File: src/rtl/srx_pkg.sv
package srx_pkg;

    typedef enum logic [1:0] {
        ST_HUNT,
        ST_START,
        ST_DATA,
        ST_STOP
    } rx_state_e;

    // Bit 0 full, 1 overrun, 2 noise, 3 framing, 4 idle.
    typedef struct packed {
        logic idle;
        logic framing;
        logic noise;
        logic overrun;
        logic full;
    } rx_flags_t;

    function automatic logic vote3(input logic a, input logic b, input logic c);
        return (a & b) | (a & c) | (b & c);
    endfunction

endpackage

File: src/rtl/srx_bit_engine.sv
module srx_bit_engine
    import srx_pkg::*;
#(
    parameter int OVERSAMPLE = 16,
    parameter int DATA_BITS  = 8
) (
    input  logic                 clk,
    input  logic                 rst,
    input  logic                 enable,
    input  logic                 tick,
    input  logic                 line_s,
    output logic                 hunting,
    output logic                 frame_done,
    output logic [DATA_BITS-1:0] frame_byte,
    output logic                 frame_stop_ok,
    output logic                 frame_noisy
);
    localparam int CW = $clog2(OVERSAMPLE);
    localparam int IW = (DATA_BITS > 1) ? $clog2(DATA_BITS) : 1;
    localparam logic [CW-1:0] C_LAST = CW'(OVERSAMPLE - 1);
    localparam logic [CW-1:0] C_S0   = CW'(OVERSAMPLE / 2 - 1);
    localparam logic [CW-1:0] C_S1   = CW'(OVERSAMPLE / 2);
    localparam logic [CW-1:0] C_S2   = CW'(OVERSAMPLE / 2 + 1);
    localparam logic [IW-1:0] I_LAST = IW'(DATA_BITS - 1);

    rx_state_e            state;
    logic [CW-1:0]        cnt;
    logic [IW-1:0]        bit_idx;
    logic                 s0, s1;
    logic                 noisy;
    logic [DATA_BITS-1:0] shreg;
    logic                 vote, disagree;

    always_comb begin
        vote     = vote3(s0, s1, line_s);
        disagree = !((s0 == s1) && (s1 == line_s));
    end

    assign hunting    = (state == ST_HUNT);
    assign frame_byte = shreg;

    always_ff @(posedge clk) begin
        if (rst || !enable) begin
            state         <= ST_HUNT;
            cnt           <= '0;
            bit_idx       <= '0;
            s0            <= 1'b1;
            s1            <= 1'b1;
            noisy         <= 1'b0;
            shreg         <= '0;
            frame_done    <= 1'b0;
            frame_stop_ok <= 1'b0;
            frame_noisy   <= 1'b0;
        end else begin
            frame_done <= 1'b0;
            if (tick) begin
                if (state == ST_HUNT) begin
                    if (!line_s) begin
                        state <= ST_START;
                        cnt   <= CW'(1);
                        noisy <= 1'b0;
                    end
                end else begin
                    cnt <= (cnt == C_LAST) ? '0 : cnt + CW'(1);
                    if (cnt == C_S0) s0 <= line_s;
                    if (cnt == C_S1) s1 <= line_s;
                    if (cnt == C_S2) begin
                        noisy <= noisy | disagree;
                        case (state)
                            ST_START: if (vote) begin
                                state <= ST_HUNT;
                                cnt   <= '0;
                            end
                            ST_DATA: shreg <= {vote, shreg[DATA_BITS-1:1]};
                            ST_STOP: begin
                                frame_done    <= 1'b1;
                                frame_stop_ok <= vote;
                                frame_noisy   <= noisy | disagree;
                                state         <= ST_HUNT;
                                cnt           <= '0;
                            end
                            default: ;
                        endcase
                    end
                    if (cnt == C_LAST) begin
                        if (state == ST_START) begin
                            state   <= ST_DATA;
                            bit_idx <= '0;
                        end else if (state == ST_DATA) begin
                            if (bit_idx == I_LAST) state <= ST_STOP;
                            else bit_idx <= bit_idx + IW'(1);
                        end
                    end
                end
            end
        end
    end
endmodule

File: src/rtl/srx_idle_watch.sv
module srx_idle_watch #(
    parameter int OVERSAMPLE = 16,
    parameter int IDLE_BITS  = 10
) (
    input  logic clk,
    input  logic rst,
    input  logic enable,
    input  logic tick,
    input  logic line_s,
    input  logic hunting,
    output logic idle_hit
);
    localparam int LIMIT = IDLE_BITS * OVERSAMPLE;
    localparam int LW    = $clog2(LIMIT + 1);
    localparam logic [LW-1:0] L_MAX = LW'(LIMIT);
    localparam logic [LW-1:0] L_PRE = LW'(LIMIT - 1);

    logic [LW-1:0] run;

    assign idle_hit = enable && tick && hunting && line_s && (run == L_PRE);

    always_ff @(posedge clk) begin
        if (rst || !enable) begin
            run <= '0;
        end else if (tick) begin
            if (!hunting || !line_s) run <= '0;
            else if (run != L_MAX) run <= run + LW'(1);
        end
    end
endmodule

File: src/rtl/srx_status_regs.sv
module srx_status_regs
    import srx_pkg::*;
#(
    parameter int DATA_BITS = 8
) (
    input  logic                 clk,
    input  logic                 rst,
    input  logic                 frame_done,
    input  logic [DATA_BITS-1:0] frame_byte,
    input  logic                 frame_stop_ok,
    input  logic                 frame_noisy,
    input  logic                 idle_hit,
    input  logic                 rd_status,
    input  logic                 rd_data,
    output rx_flags_t            flags,
    output logic [DATA_BITS-1:0] data_q
);
    rx_flags_t            nf;
    logic [DATA_BITS-1:0] nd;
    logic                 armed, na;
    logic                 seen;

    always_comb begin
        nf = flags;
        nd = data_q;
        na = armed;
        if (rd_data && seen) nf = '0;
        if (frame_done) begin
            if (nf.full) begin
                nf.overrun = 1'b1;
            end else begin
                nf.full = 1'b1;
                nd      = frame_byte;
            end
            if (!frame_stop_ok) nf.framing = 1'b1;
            if (frame_noisy)    nf.noise   = 1'b1;
            if (frame_stop_ok)  na         = 1'b1;
        end
        if (idle_hit && na) begin
            nf.idle = 1'b1;
            na      = 1'b0;
        end
    end

    always_ff @(posedge clk) begin
        if (rst) begin
            flags  <= '0;
            data_q <= '0;
            armed  <= 1'b0;
            seen   <= 1'b0;
        end else begin
            flags  <= nf;
            data_q <= nd;
            armed  <= na;
            if (rd_status)    seen <= 1'b1;
            else if (rd_data) seen <= 1'b0;
        end
    end
endmodule

File: src/rtl/serial_rx_status.sv
module serial_rx_status
    import srx_pkg::*;
#(
    parameter int OVERSAMPLE = 16,
    parameter int DATA_BITS  = 8,
    parameter int IDLE_BITS  = 10
) (
    input  logic                 clk,
    input  logic                 rst,
    input  logic                 rx_line,
    input  logic                 sample_tick,
    input  logic                 rx_enable,
    input  logic                 full_irq_en,
    input  logic                 idle_irq_en,
    input  logic                 rd_status,
    input  logic                 rd_data,
    output logic [4:0]           status_out,
    output logic [DATA_BITS-1:0] data_out,
    output logic                 irq
);
    logic [1:0]           sync_q;
    logic                 line_s;
    logic                 hunting, frame_done, frame_stop_ok, frame_noisy, idle_hit;
    logic [DATA_BITS-1:0] frame_byte, data_q;
    rx_flags_t            flags;

    always_ff @(posedge clk) begin
        if (rst) sync_q <= 2'b11;
        else     sync_q <= {sync_q[0], rx_line};
    end
    assign line_s = sync_q[1];

    srx_bit_engine #(.OVERSAMPLE(OVERSAMPLE), .DATA_BITS(DATA_BITS)) u_engine (
        .clk(clk), .rst(rst), .enable(rx_enable), .tick(sample_tick), .line_s(line_s),
        .hunting(hunting), .frame_done(frame_done), .frame_byte(frame_byte),
        .frame_stop_ok(frame_stop_ok), .frame_noisy(frame_noisy)
    );

    srx_idle_watch #(.OVERSAMPLE(OVERSAMPLE), .IDLE_BITS(IDLE_BITS)) u_idle (
        .clk(clk), .rst(rst), .enable(rx_enable), .tick(sample_tick), .line_s(line_s),
        .hunting(hunting), .idle_hit(idle_hit)
    );

    srx_status_regs #(.DATA_BITS(DATA_BITS)) u_regs (
        .clk(clk), .rst(rst), .frame_done(frame_done), .frame_byte(frame_byte),
        .frame_stop_ok(frame_stop_ok), .frame_noisy(frame_noisy), .idle_hit(idle_hit),
        .rd_status(rd_status), .rd_data(rd_data), .flags(flags), .data_q(data_q)
    );

    assign status_out = flags;
    assign data_out   = rx_enable ? data_q : '0;
    assign irq        = (full_irq_en && (flags.full || flags.overrun)) ||
                        (idle_irq_en && flags.idle);
endmodule

File: config.mk
export PLATFORM = sky130hd
export DESIGN_NAME = serial_rx_status
export DESIGN_NICKNAME = d
export VERILOG_FILES = /design/src/rtl/srx_pkg.sv /design/src/rtl/srx_bit_engine.sv /design/src/rtl/srx_idle_watch.sv /design/src/rtl/srx_status_regs.sv /design/src/rtl/serial_rx_status.sv
export SDC_FILE = /design/constraint.sdc
export NUM_CORES = 1
export LEC_CHECK = 0
export BUFFER_PORTS_ARGS = -buffer_cell sky130_fd_sc_hd__buf_4
export CAP_MARGIN = 20
export CORE_MARGIN = 2
export CORE_UTILIZATION = 30
export CTS_CLUSTER_SIZE = 12
export DETAILED_ROUTE_END_ITERATION = 8
export GPL_ROUTABILITY_DRIVEN = 1
export GPL_TIMING_DRIVEN = 0
export PLACE_DENSITY = 0.43
export SLEW_MARGIN = 20
export SYNTH_ARGS = -nofsm -noshare
export SYNTH_HDL_FRONTEND = slang
export SYNTH_SLANG_ARGS = --single-unit
File: constraint.sdc
create_clock -name clk -period 4.3 [get_ports clk]
set_input_delay 0.215 -clock clk [delete_from_list [all_inputs] [get_ports clk]]
set_output_delay 0.215 -clock clk [all_outputs]
set_load 0.005 [all_outputs]
* Word-level counts from Yosys, hierarchy flattened
Index checks and enable logic that the tools add are counted.
Word-level totals: register bits 48, input port bits 9, output and inout port bits 14, word-level logic and storage cells 116
Cells by class: add/sub/neg operators 3, eq/ne operators 14, mux-type cells 35, bitwise operators 10, reduce and logical (&&, ||, !) cells 34
Operators with widths (number):
- $mux 4 | 6
- $mux 8 | 3
- $mux 2 | 8
- $eq 4x4->1 const B | 3
- $mux 1 | 12
- $reduce_bool 2->1 | 5
- $logic_and 1x1->1 | 9
- $mux 3 | 3
- $reduce_and 3->1 | 3
- $add 8x1->8 const B | 1
- $eq 8x8->1 const B | 1
- $ne 8x8->1 const B | 1
- $pmux 4 s2 | 1
- $reduce_and 4->1 | 2
- $reduce_and 2->1 | 3
- $mux 5 | 1
- $reduce_and 5->1 | 1
- $add 4x1->4 const B | 1
- $eq 2x2->1 const B | 2
- $eq 4x3->1 const B | 1
- $logic_not 1->1 | 4
- $logic_or 1x1->1 | 4
- $not 1->1 | 4
- $pmux 2 s2 | 1
- 11 further kinds | 16

* Depth between registers and ports, before layout
Gate-level depths: netlist of run 1.
depth in word-level cells 11, depth in mapped cells 7, depth with buffers taken out 6

* By module
A second synthesis of run 1 with hierarchy kept.
Unflattened totals: cells, all modules 265, area, all modules 2442.3 µm²
By module, submodules not included:
- srx_bit_engine | instances 1, cells each 124, area each 1178.6 µm², seq. area each 460.4 µm²
- srx_status_regs | instances 1, cells each 60, area each 603.1 µm², seq. area each 300.3 µm²
- srx_idle_watch | instances 1, cells each 66, area each 545.5 µm², seq. area each 160.2 µm²
- serial_rx_status | instances 1, cells each 15, area each 115.1 µm², seq. area each 40.0 µm²

* Worst setup path after synthesis of run 1
OpenSTA, ideal clock, no wires.
kind register to register, start point register u_engine.state[0], end point register u_engine.bit_idx[0], setup time 0.128 ns, arrival time 1.443 ns, data required time 4.172 ns, setup slack 2.730 ns, stages on the path, launching flop included 8, path buffers 1, period minus slack after synthesis 1.570 ns, cells stage by stage dfxtp_1 > inv_1 > ha_1 > nor2b_1 > clkbuf_2 > and4b_1 > mux2i_1 > nor2_1
On the way: word-level cells in the longest chain between the ends 3, elaborated cells between the ends (all ways) 8, classes of those cells 3 x eq/ne; 1 x mux; 1 x bitwise; 3 x reduce/logical
RTL lines:
- from (decl) | line srx_bit_engine.sv:26 | rx_state_e state;
- from (signal assigned) | line srx_bit_engine.sv:44 | state <= ST_HUNT;
- from (signal assigned) | line srx_bit_engine.sv:59 | state <= ST_START;
- from (signal assigned) | line srx_bit_engine.sv:71 | state <= ST_HUNT;
- $eq 2x1->1, or another cell as far along | line srx_bit_engine.sv:86 | if (state == ST_START) begin
- $ne 2x1->1 (no source line), or another cell as far along
- $reduce_and 5->1 (no source line)
- to (signal assigned) | line srx_bit_engine.sv:91 | else bit_idx <= bit_idx + IW'(1);
- to (decl) | line srx_bit_engine.sv:28 | logic [IW-1:0] bit_idx;
Several ways; a longest one is shown, not always the timed one. A chain may end at the register's enable or synchronous reset.

* Worst setup path in the final report of run 1
Ends and elaborated chain as after synthesis.

==> reports/metrics.cfg, run 1 <==
[run_status]
status=finished, final reports clean

[placed_design]
place_inst=366
detailed_place_hpwl_microns=3450
placed_area_sq_mm=0.00256
gp_congestion=0.706
io_buffers=21

[setup_path]
cp-start-kind=register
path_delay_family=simple AND/OR/NAND/NOR gates
end_kind=register
required_ns=4.48
path_cells=inv_1 -> ha_1 -> nor2b_1 -> clkbuf_2 -> and4b_1 -> mux2i_1 -> nor2_1
worst_path_largest_cell_delay_ns=0.40
crit_slowest_cell=dfxtp_1
cp_max_fo=7
path_class=reg2reg
cp_num_buf_inv=2
arrival_ns=2.00

[pwr]
power.density_mw_per_mm2=342
pwr-share-comb=0.036
p_leak_uw=0.00116
vdd_drop_max_v=0.000164
netSwitchingFraction=0.191
finalPower_uw=928
p_clk_frac=0.479
power.share.sequential=0.484
switchingPower_uw=177
p_int_uw=751

[cells_and_area]
fin_util=0.372
stdcell_area_sq_mm=0.00272
layout.cells.non_filler=374
n_fill_cell=776
drive_gt1_frac=0.167
area_growth_pct=19.4
diodes=0
fin_nets=296

[route]
drtPass1Iterations=4
postRouteAntennaNets=0
via_per_inst=4.72
wl_per_cell_microns=12.7
route.detailed.drc=0
wl_microns=4770
vias=1765
drtIter0Drc=62

[die]
start_util=0.312
ioPinCount=23
fp-row-count=31
coreArea_sq_mm=0.00729
die_h_microns=91.1
dieWidth_microns=91.1
dieArea_sq_mm=0.00829

[yosys]
yosys.cell_types.count=49
ys_ff_latch=48
async_flop_share=0
synth_cells=246
syn_area_per_cell_sq_um=9.25
synth_edf_count=0
synth-main-ff-cell=dfxtp_1
syn_area_sq_mm=0.00227
ys_seq_area_frac=0.422
syn_nets=268
yosysWarnings=0

[sta]
final.setup.tns_ns=0
fin_crit_ns=1.82
finalSetupViolations=0
hold_viol=0
drv_slew=0
worst_slew_pin_slew_ns=0.490
period_share=0.422
fmax_mhz=551
relSlewSlack=0.673
rsz0062_at_grt=false
clock_skew_ns=0.00766

[clock_network]
worstSkewPairLatency_ns=0.30
cts_resized=0
clk_path_buf_depth=2
clk_pin_slew_ns=0.09
clock_sinks=48
post-cts-setup-buffers=0
cts-root-buf=clkbuf_8
cts_tree=done
cts-htree-levels=2
numCtsBuffers=5
ctsHoldBuffers=0

[global_routing]
grt_pass1_wl_microns=7880
grt_use_total=0.118
grt_overflow_total=0
grt_max_degree=16
grt_pass1_vias=1589
antenna_found_initial=0

[hold_path]
hp-class=in2reg

[job]
maxCapViolations=0

[sequential cells by signal, summed over array words and instances, names as in the netlist]
register,flops
u_regs.data_q,8
u_engine.cnt,4
sync_q,2
u_engine.bit_idx,3
u_regs.flags,5
u_regs.seen,1
u_engine.s1,1
u_idle.run,8
u_engine.s0,1
u_engine.frame_stop_ok,1
u_engine.frame_noisy,1
u_engine.noisy,1
u_engine.frame_byte,8
u_engine.frame_done,1
u_engine.state,2
u_regs.armed,1
[routing by layer]
| layer | share of wire | vias to the layer above | routed length [microns] | global-route usage |
|---|---|---|---|---|
| li1 | - | 923 | - | - |
| met1 | 0.51 | 811 | 2440 | 0.166 |
| met2 | 0.45 | 27 | 2130 | 0.177 |
| met3 | 0.032 | 4 | 153 | 0.0282 |
| met4 | 0.011 | 0 | 51 | 0.0379 |
| met5 | 0 | - | 0 | 0 |
[placed cells by master (no fill, tap or decap), drive strengths merged, types with 5 or more instances in the layout]
cell type,synthesis,final
dfxtp,48,48
nor2,34,34
buf,6,27
mux2i,20,20
a21oi,16,16
nand2,14,14
ha,13,13
inv,10,10
and2,8,8
clkbuf,3,8
nand3,7,7
o21ai,6,6
nand2b,5,5
nor2b,5,5
nor3,5,5
[power by group through the flow]
stage / clock [uW] / sequential (uW) / combinational [uW]
floorplan: 0 / 459 / 21.2
CTS: 459 / 449 / 35.0
global placement: 0 / 460 / 35.3
detailed placement: 0 / 460 / 34.7
finish: 445 / 449 / 33.8
global route: 473 / 450 / 38.6
[cells by family (layout without fill, tap and decap cells)]
logic type,Yosys count,in the layout,share of synthesized area
AOI/OAI and AO/OA,45,45,0.138
xor gates and xnor gates,4,4,0.0154
adders and majority gates,13,13,0.0715
buffers and inverters,19,48,0.0402
DFF,48,48,0.422
muxes,21,21,0.0930
and+or+nand+nor,96,96,0.219
[stage by stage]
| step | setup slack [ns] | hold WS, ns |
|---|---|---|
| final | 2.48 | 0.103 |
| after CTS | 2.47 | 0.0943 |
| after floorplan | 2.73 | 0.313 |
| after detailed placement | 2.50 | 0.405 |
| after global routing | 2.36 | 0.0939 |
| after global placement | 2.50 | 0.403 |
[cells in the mapped netlist, types with 2 or more instances]
library cell / instances / share of area
a211o_1: 2 / 0.0077
a211oi_2: 2 / 0.011
a21o_1: 2 / 0.0066
a21oi_1: 16 / 0.035
a22o_1: 3 / 0.012
a22oi_1: 2 / 0.0066
and2_1: 8 / 0.022
and4b_1: 2 / 0.0088
buf_2: 3 / 0.0066
buf_6: 2 / 0.0099
clkbuf_1: 2 / 0.0033
dfxtp_1: 48 / 0.42
ha_1: 13 / 0.072
inv_1: 10 / 0.017
mux2i_1: 20 / 0.088
nand2_1: 14 / 0.023
nand2b_1: 5 / 0.014
nand3_1: 5 / 0.011
nand3_2: 2 / 0.0088
nand3b_1: 3 / 0.0099
nand4_1: 3 / 0.0083
nor2_1: 34 / 0.056
nor2b_1: 5 / 0.014
nor3_1: 5 / 0.011
nor4b_1: 2 / 0.0077
o21ai_0: 6 / 0.013
o31ai_1: 2 / 0.0066
or2_2: 2 / 0.0055
xnor2_1: 2 / 0.0077
xor2_1: 2 / 0.0077
[worst paths after layout]
| path | start | to | slack [ns] | cells after the start |
|---|---|---|---|---|
| worst max register to register | u_engine.state[0] | u_engine.bit_idx[0] | 2.48 | 7 |
| worst min-delay path | rx_line | sync_q[0] | 0.10 | 2 |
| worst max-delay path | u_engine.state[0] | u_engine.bit_idx[0] | 2.48 | 7 |
| worst min register to register | sync_q[0] | sync_q[1] | 0.44 | 1 |
[layout make-up]
type / count / area (sq um) / share of cell area
buffer: 9 / 53.8 / 0.0198
clock buffer: 5 / 68.8 / 0.0253
clock inverter: 3 / 90.1 / 0.0332
inverter: 10 / 37.5 / 0.0138
multi-input combinational: 179 / 1220 / 0.450
sequential: 48 / 961 / 0.354
tap: 99 / 124 / 0.0456
timing repair buffer: 21 / 158 / 0.0581
(Power assumes the default switching activity.)
==> run 2: changes to the inputs <==
ABC_AREA = 1   (was default)
clock period = 1.8 ns   (was 4.3 ns; I/O delays follow)
==> run 2 against run 1 <==
Effect of this change:
- critical path depth did not move
- clock power up 82%
- die area rose by 1.1%
- critical path type unchanged
- critical endpoint is now u_engine.frame_noisy
- largest cell class unchanged
==> reports/metrics.cfg, run 2 <==
[sta]
relSlewSlack=0.757  ; +0.0835
period_share=0.896  ; +0.474
final.setup.tns_ns=0  ; unchanged
finalSetupViolations=0  ; unchanged
rsz0062_at_grt=false
hold_viol=0  ; unchanged
fin_crit_ns=1.61  ; -0.202 ns
worst_slack_ns=0.187  ; -2.30 ns
worst_slew_pin_slew_ns=0.365  ; -0.125 ns
whs_ns=0.00752  ; -0.0953 ns
drv_slew=0  ; unchanged
fmax_mhz=620  ; +13%
clock_skew_ns=0.0128  ; +0.00512 ns

[global_routing]
grt_pass1_vias=1772  ; +12%
antenna_found_initial=0  ; unchanged
grt_max_degree=17  ; +1
grt_use_total=0.129  ; +0.0109
grt_pass1_wl_microns=8730  ; +11%
grt_overflow_total=0  ; unchanged

[placed_design]
detailed_place_hpwl_microns=3720  ; +7.8%
place_inst=434  ; +19%
gp_congestion=0.766  ; +8.5%
place_ws_ns=0.0250  ; -2.47 ns
io_buffers=21  ; unchanged

[route]
drtPass1Iterations=4  ; unchanged
wl_microns=5050  ; +5.9%
postRouteAntennaNets=0  ; unchanged
route.detailed.drc=0  ; unchanged
via_per_inst=4.56  ; -3.4%
drtIter0Drc=68  ; +9.7%
wl_per_cell_microns=11.4  ; -11%
vias=2025  ; +15%

[pwr]
power.density_mw_per_mm2=725  ; +110%
p_clk_frac=0.409  ; -0.070
p_int_uw=1520  ; +100%
power.share.sequential=0.544  ; +0.060
netSwitchingFraction=0.230  ; +0.0386
p_leak_uw=0.00117  ; +1.6%
vdd_drop_max_v=0.000323  ; +96%
pwr-share-comb=0.047  ; +0.011
switchingPower_uw=453  ; +160%

[setup_path]
r2r_setup_slack_ns=0.19  ; -2.30 ns
required_ns=2.00  ; -2.48 ns
cp_max_fo=10  ; +3
r2r-start=u_engine.state[1]
arrival_ns=1.82  ; -0.18 ns
r2r_cells=7  ; unchanged
worst_path_largest_cell_delay_ns=0.39  ; about the same
r2r-end=u_engine.frame_noisy
path_class=reg2reg
end_kind=register
crit_slowest_cell=dfxtp_1
path_cells=inv_1 -> ha_1 -> nor2_4 -> buf_4 -> nand3_2 -> o21ai_0 -> a21oi_1
cp-start-kind=register

[cells_and_area]
fin_nets=366  ; +24%
n_fill_cell=773  ; -0.39%
layout_common_cells=nand2_1, dfxtp_1, nor2_1
seqCellArea_sq_um=962  ; +0.13%
fin_util=0.371  ; -0.000946
area_growth_pct=18.3
drive_gt1_frac=0.159  ; -0.00785
diodes=0  ; unchanged
layout.cells.non_filler=444  ; +19%
multiInputGateArea_sq_mm=0.00114  ; -7.1%
mostFrequentLayoutCell=nand2_1

[hold_path]
hold_path_depth=2  ; unchanged
holdCritStartpoint=rst
min_to=u_regs.flags[0]
hp-class=in2reg

[die]
dieArea_sq_mm=0.00839  ; +1.1%
fp-row-count=31  ; unchanged
dieWidth_microns=91.6  ; +0.55%
die_h_microns=91.6  ; +0.55%
coreArea_sq_mm=0.00733  ; +0.53%
ioPinCount=23  ; unchanged
start_util=0.314  ; +0.00193

[job]
maxCapViolations=0  ; unchanged

[clock_network]
clk_pin_slew_ns=0.10  ; about the same
cts-htree-levels=2  ; unchanged
cts-root-buf=clkbuf_8
clock_sinks=48  ; unchanged
post-cts-setup-buffers=0  ; unchanged
worstSkewPairLatency_ns=0.31  ; about the same
numCtsBuffers=5  ; unchanged
cts_tree=done
clk_path_buf_depth=2  ; unchanged

[yosys]
synth_cells=314  ; +28%
ys_ff_latch=48  ; unchanged
synth_edf_count=0  ; unchanged
synth_area_leaders=dfxtp_1, nand2_1, nor2_1
synth-main-ff-cell=dfxtp_1
ys_seq_area_frac=0.418  ; -0.00482
syn_area_per_cell_sq_um=7.33  ; -21%
syn_nets=336  ; +25%
yosysWarnings=0  ; unchanged
synth.most_common_cell=nand2_1
synth_common_cells=nand2_1, dfxtp_1, nor2_1
async_flop_share=0  ; unchanged
syn_area_sq_mm=0.00230  ; +1.2%
synth_top_area_frac=0.418  ; -0.00482
yosysTopAreaCell=dfxtp_1
yosys.cell_types.count=26  ; -47%

[run_status]
status=finished, final reports clean

run 2: cell count changes in the layout (fill, tap and decap cells not counted), sizes merged, moves of 3 or more:
cell    previous run  this run
nor3               5         1
nor2b              5         0
nor2              34        50
nand2b             5         0
nand4              3         7
and2               8         0
o21ai              6        28
a21oi             16        28
mux2i             20         0
a211oi             3         0
a22o               3         0
inv               10        42
nand3              7        24
nand2             14        58
run 2: worst max-delay path, delay by kind of cell (launching register included):
family,cells,cell delay (ns)
simple gates,2,0.34
compound gates,2,0.25
fa+ha+maj,1,0.25
buf+inv,2,0.29
flops,1,0.39
run 2: cell families (layout without fill, tap and decap cells):
family                   Yosys count  count (layout)  share of synthesized area
buffers and inverters             50              81                     0.0897
AO/OA/AOI/OAI                     59              59                      0.132
adder cells (fa/ha/maj)           13              13                     0.0707
AND/OR/NAND/NOR                  144             144                      0.290
flip-flops                        48              48                      0.418
run 2: worst max path at each step:
stage                            startpoint                   end  slack [ns]  cells past startpoint
after CTS                 u_engine.state[0]     u_engine.state[1]        0.11                     10
after global placement    u_engine.state[0]     u_engine.state[1]       0.004                     10
final                     u_engine.state[1]  u_engine.frame_noisy        0.19                      7
after floorplan           u_engine.state[0]     u_engine.state[1]        0.36                     10
after detailed placement  u_engine.state[0]     u_engine.state[1]        0.02                     10
after global routing      u_engine.state[1]  u_engine.frame_noisy       0.005                      7
run 2: area by class of cell:
type                    count  area share
multi-input cells         216       0.417
plain buffers               8      0.0179
clock buffers               5      0.0253
clock inverters             3      0.0175
inverters                  42      0.0579
repair buffers             23      0.0653
flip-flops and latches     48       0.353
well taps                  99      0.0455
run 2: per-layer routing:
metal / GRT usage / vias to the layer above / share of wire
met5: 0 / - / 0
met4: 0.0417 / 0 / 0.012
met3: 0.0299 / 5 / 0.037
met2: 0.197 / 32 / 0.44
met1: 0.178 / 916 / 0.51
li1: - / 1072 / -
run 2: what timing repair did:
action                                  in CTS  in global routing
resized for setup                            1                  2
hold buffers                                 2                  0
hold endpoints to repair                     2                  0
endpoints found under the setup margin       1                  4
run 2: stage by stage:
stage / power (uW) / cell area, sq um
finish: 1970 / 2720
global placement: 1190 / 2580
floorplan: 1150 / 2300
detailed placement: 1190 / 2580
global route: 2060 / 2720
CTS: 2010 / 2720
run 2: power by group through the flow:
| stage | sequential (uW) | clock [uW] | combinational, uW |
|---|---|---|---|
| after global routing | 1070 | 885 | 105 |
| after global placement | 1100 | 0 | 90.3 |
| after CTS | 1070 | 843 | 95.1 |
| final | 1070 | 808 | 92.4 |
| after detailed placement | 1100 | 0 | 90.5 |
| after floorplan | 1100 | 0 | 53.9 |
